`config.mk`:
```
export PLATFORM = sky130hd
export DESIGN_NAME = line_sweep_engine
export DESIGN_NICKNAME = d
export VERILOG_FILES = /design/src/rtl/lsw_pkg.sv /design/src/rtl/lsw_cursor.sv /design/src/rtl/lsw_classify.sv /design/src/rtl/lsw_ctrl.sv /design/src/rtl/line_sweep_engine.sv
export SDC_FILE = /design/constraint.sdc
export NUM_CORES = 1
export LEC_CHECK = 0
export ABC_AREA = 1
export BUFFER_PORTS_ARGS = -buffer_cell sky130_fd_sc_hd__buf_4
export CAP_MARGIN = 25
export CORE_ASPECT_RATIO = 1.1
export CORE_MARGIN = 2
export CORE_UTILIZATION = 54
export CTS_CLUSTER_SIZE = 28
export DETAILED_ROUTE_END_ITERATION = 8
export PLACE_DENSITY = 0.95
export SKIP_LAST_GASP = 1
export SLEW_MARGIN = 20
export SYNTH_ARGS = -nofsm -noshare
export SYNTH_HDL_FRONTEND = slang
export SYNTH_SLANG_ARGS = --single-unit
```
`constraint.sdc`:
```
create_clock -name clk -period 4.1 [get_ports clk]
set_clock_uncertainty 0.2 [all_clocks]
set_input_delay 0.205 -clock clk [delete_from_list [all_inputs] [get_ports clk]]
set_output_delay 0.205 -clock clk [all_outputs]
set_load 0.01 [all_outputs]
```
`src/rtl/lsw_pkg.sv`:
```
package lsw_pkg;

  typedef enum logic [1:0] {
    OP_NONE  = 2'b00,
    OP_DROP  = 2'b01,
    OP_CLEAN = 2'b10,
    OP_FLUSH = 2'b11
  } maint_op_e;

  typedef enum logic [1:0] {
    ST_IDLE = 2'b00,
    ST_WALK = 2'b01,
    ST_WB   = 2'b10
  } walk_state_e;

  typedef enum logic [1:0] {
    ACT_SKIP  = 2'b00,
    ACT_DROP  = 2'b01,
    ACT_WRITE = 2'b10
  } line_act_e;

endpackage

```
`src/rtl/lsw_cursor.sv`:
```
module lsw_cursor #(
  parameter int LA_W = 12
) (
  input  logic            clk,
  input  logic            rst,
  input  logic            load,
  input  logic            step,
  input  logic            active,
  input  logic [LA_W-1:0] lo_line,
  input  logic [LA_W-1:0] hi_line,
  output logic [LA_W-1:0] cur_line,
  output logic            is_last,
  output logic            empty
);

  logic [LA_W-1:0] first_q, cur_q, last_q;

  always_ff @(posedge clk) begin
    if (rst) begin
      first_q <= '0;
      cur_q   <= '0;
      last_q  <= '0;
    end else if (load) begin
      first_q <= lo_line;
      cur_q   <= lo_line;
      last_q  <= hi_line;
    end else if (step) begin
      cur_q <= cur_q + 1'b1;
    end
  end

  assign cur_line = cur_q;
  assign is_last  = (cur_q == last_q);
  assign empty    = (hi_line < lo_line);

  // while walking, the cursor never leaves the loaded span
  assert_cursor_span_R1: assert property (@(posedge clk) disable iff (rst)
    active |-> ((cur_q >= first_q) && (cur_q <= last_q)));

endmodule

```
`src/rtl/lsw_classify.sv`:
```
module lsw_classify
  import lsw_pkg::*;
#(
  parameter int TW = 8
) (
  input  maint_op_e       op,
  input  logic [TW-1:0]   cur_tag,
  input  logic [TW-1:0]   arr_tag,
  input  logic            arr_valid,
  input  logic            arr_dirty,
  output line_act_e       act,
  output logic            keep_valid
);

  logic hit;

  assign hit        = arr_valid && (arr_tag == cur_tag);
  assign keep_valid = (op == OP_CLEAN);

  always_comb begin
    act = ACT_SKIP;
    if (hit) begin
      if (arr_dirty && (op == OP_CLEAN || op == OP_FLUSH)) begin
        act = ACT_WRITE;
      end else if (op == OP_DROP || op == OP_FLUSH) begin
        act = ACT_DROP;
      end
    end
  end

endmodule

```
`src/rtl/lsw_ctrl.sv`:
```
module lsw_ctrl
  import lsw_pkg::*;
(
  input  logic      clk,
  input  logic      rst,
  input  logic      cmd_valid,
  input  maint_op_e cmd_op,
  input  logic      empty,
  input  logic      abort,
  input  line_act_e act,
  input  logic      is_last,
  input  logic      wb_ack,
  output logic      busy,
  output logic      done,
  output logic      load,
  output logic      step,
  output logic      arr_we,
  output logic      wb_req,
  output maint_op_e op
);

  walk_state_e state_q, state_d;
  maint_op_e   op_q;
  logic        pend_q, pend_d;
  logic        done_q, done_d;
  logic        cmd_ok;

  assign cmd_ok = cmd_valid && (cmd_op != OP_NONE);

  always_comb begin
    state_d = state_q;
    pend_d  = pend_q;
    done_d  = 1'b0;
    load    = 1'b0;
    step    = 1'b0;
    arr_we  = 1'b0;
    unique case (state_q)
      ST_IDLE: begin
        pend_d = 1'b0;
        if (cmd_ok) begin
          load = 1'b1;
          if (empty) done_d  = 1'b1;
          else       state_d = ST_WALK;
        end
      end
      ST_WALK: begin
        if (abort) begin
          state_d = ST_IDLE;
        end else if (act == ACT_WRITE) begin
          state_d = ST_WB;
        end else begin
          arr_we = (act == ACT_DROP);
          step   = 1'b1;
          if (is_last) begin
            done_d  = 1'b1;
            state_d = ST_IDLE;
          end
        end
      end
      ST_WB: begin
        if (abort) pend_d = 1'b1;
        if (wb_ack) begin
          arr_we = 1'b1;
          if (pend_q || abort) begin
            state_d = ST_IDLE;
          end else begin
            step = 1'b1;
            if (is_last) begin
              done_d  = 1'b1;
              state_d = ST_IDLE;
            end else begin
              state_d = ST_WALK;
            end
          end
        end
      end
      default: state_d = ST_IDLE;
    endcase
  end

  always_ff @(posedge clk) begin
    if (rst) begin
      state_q <= ST_IDLE;
      op_q    <= OP_NONE;
      pend_q  <= 1'b0;
      done_q  <= 1'b0;
    end else begin
      state_q <= state_d;
      pend_q  <= pend_d;
      done_q  <= done_d;
      if (load) op_q <= cmd_op;
    end
  end

  assign busy   = (state_q != ST_IDLE);
  assign wb_req = (state_q == ST_WB);
  assign done   = done_q;
  assign op     = op_q;

  // a pending write-back request is never withdrawn before acknowledge
  assert_wb_hold_R6: assert property (@(posedge clk) disable iff (rst)
    (wb_req && !wb_ack) |=> wb_req);

  // completion is reported only once the walker is idle
  assert_done_idle_R7: assert property (@(posedge clk) disable iff (rst)
    done |-> !busy);

  // a drop walk never asks memory for a write-back
  assert_drop_no_wb_R2: assert property (@(posedge clk) disable iff (rst)
    wb_req |-> (op_q != OP_DROP));

  // abort with no write-back outstanding ends the walk on the next edge
  assert_abort_exit_R10: assert property (@(posedge clk) disable iff (rst)
    (busy && !wb_req && abort) |=> (!busy && !done));

endmodule

```
`src/rtl/line_sweep_engine.sv`:
```
module line_sweep_engine
  import lsw_pkg::*;
#(
  parameter int ADDR_W     = 16,
  parameter int LINE_BYTES = 16,
  parameter int SETS       = 16
) (
  input  logic                                                 clk,
  input  logic                                                 rst,
  input  logic                                                 cmd_valid,
  input  logic [1:0]                                           cmd_op,
  input  logic [ADDR_W-1:0]                                    cmd_lo,
  input  logic [ADDR_W-1:0]                                    cmd_hi,
  input  logic                                                 abort,
  output logic                                                 busy,
  output logic                                                 done,
  output logic [$clog2(SETS)-1:0]                              arr_idx,
  input  logic [ADDR_W-$clog2(LINE_BYTES)-$clog2(SETS)-1:0]    arr_tag,
  input  logic                                                 arr_valid,
  input  logic                                                 arr_dirty,
  output logic                                                 arr_we,
  output logic                                                 arr_wr_valid,
  output logic                                                 arr_wr_dirty,
  output logic                                                 wb_req,
  output logic [ADDR_W-1:0]                                    wb_addr,
  input  logic                                                 wb_ack
);

  localparam int OFS  = $clog2(LINE_BYTES);
  localparam int IW   = $clog2(SETS);
  localparam int LA_W = ADDR_W - OFS;
  localparam int TW   = LA_W - IW;

  logic [LA_W-1:0] lo_line, hi_line, cur_line;
  logic            is_last, empty, load, step, keep_valid;
  maint_op_e       op;
  line_act_e       act;
  logic            unused_offsets;

  assign lo_line        = cmd_lo[ADDR_W-1:OFS];
  assign hi_line        = cmd_hi[ADDR_W-1:OFS];
  assign unused_offsets = ^{cmd_lo[OFS-1:0], cmd_hi[OFS-1:0]};

  lsw_cursor #(.LA_W(LA_W)) u_cursor (
    .clk      (clk),
    .rst      (rst),
    .load     (load),
    .step     (step),
    .active   (busy),
    .lo_line  (lo_line),
    .hi_line  (hi_line),
    .cur_line (cur_line),
    .is_last  (is_last),
    .empty    (empty)
  );

  lsw_classify #(.TW(TW)) u_classify (
    .op         (op),
    .cur_tag    (cur_line[LA_W-1:IW]),
    .arr_tag    (arr_tag),
    .arr_valid  (arr_valid),
    .arr_dirty  (arr_dirty),
    .act        (act),
    .keep_valid (keep_valid)
  );

  lsw_ctrl u_ctrl (
    .clk       (clk),
    .rst       (rst),
    .cmd_valid (cmd_valid),
    .cmd_op    (maint_op_e'(cmd_op)),
    .empty     (empty),
    .abort     (abort),
    .act       (act),
    .is_last   (is_last),
    .wb_ack    (wb_ack),
    .busy      (busy),
    .done      (done),
    .load      (load),
    .step      (step),
    .arr_we    (arr_we),
    .wb_req    (wb_req),
    .op        (op)
  );

  assign arr_idx      = cur_line[IW-1:0];
  assign arr_wr_valid = keep_valid && wb_req;
  assign arr_wr_dirty = 1'b0;
  assign wb_addr      = {cur_line, {OFS{1'b0}}};

  // the address offered to memory stays put while the request waits
  assert_wb_addr_stable_R6: assert property (@(posedge clk) disable iff (rst)
    (wb_req && !wb_ack) |=> $stable(wb_addr));

endmodule

```
* Word level (Yosys, flattened, before mapping) *
Index checks and enable logic that the tools add are counted.

storage, ports and cells
  flip-flop bits (word level) = 30
  latch bits = 0
  bits in writable memories = 0
  memory bits (read-only) = 0
  input bits = 49
  output and inout port bits = 26
  logic and storage cells = 71
  memories kept = 0

operators by class
  add/subtract/negate cells = 1
  $mul = 0
  divide/modulo/power cells = 0
  order comparisons = 1
  equality and inequality tests = 14
  shift operators = 0
  mux-type cells = 35
  bitwise logic cells = 0
  reduce and logical (&&, ||, !) cells = 14

operators by type and width
  cell                     number
  $mux W12                 2
  $mux W1                  19
  $mux W2                  9
  $add A12 B1 Y12 const B  1
  $eq A12 B12 Y1           1
  $lt A12 B12 Y1           1
  $eq A2 B2 Y1 const B     4
  $eq A8 B8 Y1             1
  $reduce_bool A2 Y1       4
  $eq A2 B1 Y1 const B     3
  $pmux W1 S2              3
  $pmux W2 S3              1
  $logic_and A1 B1 Y1      4
  $ne A2 B1 Y1 const B     2
  $ne A2 B2 Y1 const B     2
  $ne A4 B3 Y1 const B     1
  $reduce_and A4 Y1        1
  $logic_or A1 B1 Y1       3
  $pmux W1 S3              1
  $logic_not A2 Y1         1
  $reduce_and A2 Y1        1

* Depth between registers and ports, before layout *
  depth after elaboration = 11
  depth in mapped cells = 14
  depth with buffers taken out = 13

* Hierarchy *
From an unflattened synthesis, not the netlist that was laid out.

unflattened totals
  cells, all modules = 340
  area, all modules = 2232.1 µm²

modules (own cells, without submodules)
  module             times used  cells an instance  area an instance (µm²)  seq. area each (µm²)
  lsw_cursor         1           219                1556.5                  480.5
  lsw_ctrl           1           67                 421.7                   120.1
  lsw_classify       1           42                 175.2                   0.0
  line_sweep_engine  1           12                 78.8                    0.0

* Worst setup path before layout *
OpenSTA, ideal clock, no wires.

  path kind = register to register
  start point = register u_cursor.cur_q[0], in the netlist u_cursor.cur_line[0]
  end point = register u_cursor.cur_q[10], in the netlist u_cursor.cur_line[10]
  library setup time = 70 ps
  data arrival time = 1607 ps
  required time = 3830 ps
  path slack = 2222 ps
  stages on the path, launching flop included = 12
  period minus slack after synthesis = 1878 ps
  cell sequence = dfxtp_1 ha_1 nand2_1 nor2_1 nand3_1 nor2_1 nand2_1 o21ai_0 nand3_1 o21ai_0 nand2_1 a21oi_1

between the ends
  cells in the longest elaborated chain, start to end = 3

ends and longest elaborated chain
  what                    RTL line          text
  start, declared         lsw_cursor.sv:16  logic [LA_W-1:0] first_q, cur_q, last_q;
  start signal, assigned  lsw_cursor.sv:25  cur_q <= lo_line;
  start signal, assigned  lsw_cursor.sv:28  cur_q <= cur_q + 1'b1;
  $add A12 B1 Y12         lsw_cursor.sv:28
  $mux W12                lsw_cursor.sv:27  end else if (step) begin
  $mux W12                lsw_cursor.sv:23  end else if (load) begin

Every way passes these cells. The select of a mux whose other input is x is not followed.
A chain may end at the register's enable or synchronous reset.

* Final worst setup path *
  start point = input port cmd_op[0]
  end point = register u_cursor.cur_q[9], in the netlist u_cursor.cur_line[9]

between the ends
  cells in the longest elaborated chain, start to end = 5
  elaborated cells on any way between the ends = 6

ends and longest elaborated chain
  what                                            RTL line                 text
  start, declared                                 line_sweep_engine.sv:11  input logic [1:0] cmd_op,
  $reduce_bool A2 Y1 *                            lsw_ctrl.sv:28           assign cmd_ok = cmd_valid && (cmd_op != OP_NONE);
  $logic_and A1 B1 Y1 *                           lsw_ctrl.sv:28
  $mux W1 *                                       lsw_ctrl.sv:40           if (cmd_ok) begin
  $mux W1 *                                       lsw_ctrl.sv:37           unique case (state_q)
  $mux W12 or $reduce_bool A2 Y1 (tied branches)  --

Mark *: on every way between the ends. The rest lies on a longest branch, timed or not.

==> flow_summary_export.csv <==
group,metric,value,unit
global_route,grt_start_max_net_pins,40,
status,status,"complete, no violations",
drt,drt_wl_total,6.23,mm
setup_path,slowest_stage,"dlygate4sd3_1",
setup_path,cp_top_family,"buffers and inverters",
placement,place_area,2700,sq um
setup_path,required,4.08,ns
drt,avgViaCountPerCell,5.43,
finish,nets,493,
floorplan,start_util,56.7,%
setup_path,endpoint_kind,"register",
global_route,grt_pass1_wl,9.55,mm
clock_network,clock_latency,0.30,ns
global_route,grt_pass1_vias,2270,
placement,gp_congestion,0.883,
setup_path,cp_max_fo,21,
drt,wire_per_inst,13.0,um
finish,regArea,601,sq um
setup_path,r2r_cells,9,
worst_hold_path,min_path_cells,3,
power,finalPower,1.31,mW
synth,synth_area_per_cell,6.15,sq um
timing,grt_setup_unrepaired,"no",
timing,setup_ws,1.78,ns
timing,hold_viol,0,
global_route,antenna_found_initial,0,
clock_network,cts_tree,"done",
finish,multiInputGateArea,1350,sq um
setup_path,crit_chain,"dlygate4sd3_1 > buf_4 > o21ai_0 > nor2_2 > inv_1 > buf_4 > nand2_2 > nand2_1 > a21oi_1",
setup_path,r2r-start,"u_ctrl.state_q[0]$_SDFFE_PP0P_",
drt,drtIter0Drc,217,
job,cap_violations,0,
timing,finalCritPeriodShare,56.5,%
finish,final-instance-count-excl-fill,481,
synth,yosys_warnings,0,
setup_path,r2r_slack,1.81,ns
clock_network,clk_path_buf_depth,2,
drt,ant_nets,0,
clock_network,cts.sinks,30,
power,leakagePower,1.43,nW
placement,dp_hpwl,4.40,mm
timing,fmaxAchievable,432,MHz
worst_hold_path,hold_end,"u_cursor.last_q[6]$_SDFFE_PP0P_",
drt,drt-pass1-iter-count,4,
finish,fill_cells,345,
drt,vias,2611,
global_route,grt_usage,25.8,%
setup_path,cp.arrival,2.29,ns
drt,drc_errors,0,
timing,whs,0.0160,ns
floorplan,ios,75,
worst_hold_path,min_path_type,"primary input to register",
finish,area_delta_synth_final,24.7,%
synth,ys_seq_area_share,26.3,%
clock_network,clk_root_buffer_cell,"clkbuf_8",
finish,diodes,0,
global_route,grt_remaining_overflow,0,
synth,yosys.cell_types.count,25,
setup_path,worstSetupPathType,"primary input to register",
finish,drive_above_1_share,19.8,%
clock_network,clk_pin_slew,0.07,ns
setup_path,max_stage_delay,0.54,ns
setup_path,cp_num_buf_inv,4,
placement,port_buffers,61,
clock_network,cts_made_buffers,5,
synth,netlist_area,2280,sq um
setup_path,setup.worst_path.start_class,"primary input",
setup_path,r2r_end,"u_cursor.cur_line[9]$_SDFFE_PP0P_",
power,powerDensity,462,nW/um^2
timing,period_needed,2.32,ns
timing,setup_viol,0,
floorplan,die_h,72.2,um
finish,final_util,70.8,%
finish,postLayoutCellArea,2850,sq um
power,ir_drop,0.000353,V
floorplan,dieArea,4770,sq um
synth,syn_inst,371,
clock_network,htree_levels,2,
floorplan,rows,24,
placement,pre_cts_slack,1.35,ns
setup_path,crit_top_cell,"buf_4",
floorplan,die_x,66,um
placement,dp.cells,468,
timing,slew_viol_final,0,
timing,tns,0,ns
floorplan,design.core.area,4020,sq um
synth,ys_ff_latch,30,
worst_hold_path,hold_start,"cmd_hi[10]",
[worst reg2reg max path, stage by stage, from the launching register on]
cell,delay [ns]
dfxtp_1,0.35
inv_1,0.09
ha_1,0.21
inv_1,0.11
nor2_2,0.28
inv_1,0.21
buf_4,0.25
nand2_2,0.24
nand2_1,0.10
a21oi_1,0.16
[cell usage in the layout, fill, tap and decap left out, types with 2 or more instances in the layout]
master	Yosys	routed
nand3_1	34	34
clkbuf_8	0	6
buf_4	9	62
conb_1	1	5
xnor2_1	2	2
ha_1	16	16
inv_1	56	56
xor2_1	3	3
nor2_1	29	29
nand2_2	5	5
nand3_2	2	2
o21ai_0	31	31
nor3_1	3	3
nand2_1	90	90
nand4_1	7	7
inv_2	4	4
dfxtp_1	30	30
nor2_2	2	2
dlygate4sd3_1	0	4
a21oi_1	31	31
[worst max path at each step]
stage | from | to | slack, ns | cells after the start
global placement | u_ctrl.state_q[0]$_SDFFE_PP0P_ | u_cursor.cur_line[11]$_SDFFE_PP0P_ | 1.40 | 9
global route | cmd_op[0] | u_cursor.cur_line[9]$_SDFFE_PP0P_ | 1.58 | 10
floorplan | u_cursor.cur_line[0]$_SDFFE_PP0P_ | u_cursor.cur_line[10]$_SDFFE_PP0P_ | 2.22 | 11
detailed placement | u_ctrl.state_q[0]$_SDFFE_PP0P_ | u_cursor.cur_line[8]$_SDFFE_PP0P_ | 1.35 | 9
finish | cmd_op[0] | u_cursor.cur_line[9]$_SDFFE_PP0P_ | 1.78 | 9
CTS | cmd_op[0] | u_cursor.cur_line[6]$_SDFFE_PP0P_ | 1.23 | 9
[cell type report]
| cell class | instances | area share [%] |
|---|---|---|
| sequential | 30 | 21.1 |
| multi-input combinational | 264 | 47.2 |
| timing repair buffer | 67 | 18.3 |
| clock inverter | 1 | 0.176 |
| tap | 52 | 2.28 |
| clock buffer | 7 | 3.03 |
| inverter | 60 | 7.91 |
[routing by layer]
layer	GRT usage, %	vias to the layer above	part of all wire (%)
met4	11.3	0	1.3
li1	-	1281	-
met3	5.74	12	8.2
met5	0	-	0
met2	45.5	126	52
met1	29.8	1192	38
[state kept, by name, summed over array words and instances, names as in the netlist]
name	count
u_ctrl.pend_q	1
u_ctrl.done	1
u_ctrl.state_q	2
u_ctrl.op	2
u_cursor.last_q	12
u_cursor.cur_line	12
[logic make-up after synthesis]
group | Yosys count | share of synthesized area, %
DFF | 30 | 26.3
and+or+nand+nor | 175 | 33.5
other | 1 | 0.164
adders and majority gates | 16 | 8.77
xor gates and xnor gates | 5 | 1.92
AOI/OAI and AO/OA | 63 | 13.9
buffers and inverters | 81 | 15.5
[synthesized netlist by cell type (all sizes together)]
cell type   n  area share, %
xnor2       2           0.77
conb        1           0.16
nor2       31            5.3
ha         16            8.8
nand2      96             17
or2         1           0.27
a21oi      31            6.8
nand4       7            1.9
o21a        1           0.33
inv        60            9.9
nand3      36            8.3
dfxtp      30             26
o21ai      31            6.8
clkbuf      5           0.82
buf        16            4.8
xor2        3            1.2
nand3b      1           0.33
nor3        3           0.66
[where the power goes]
group,internal [mW],total [mW],switching [mW]
Sequential,0.357,0.425,0.0674
Combinational,0.251,0.634,0.383
Clock,0.135,0.257,0.122
[timing repair]
item	4_1_cts	5_1_grt
resized for setup	0	0
buffers inserted	0	0
endpoints found under the setup margin	0	0
hold buffers	4	0
endpoints found under the hold margin	4	0
No activity file was read; power rests on OpenSTA's default activity.
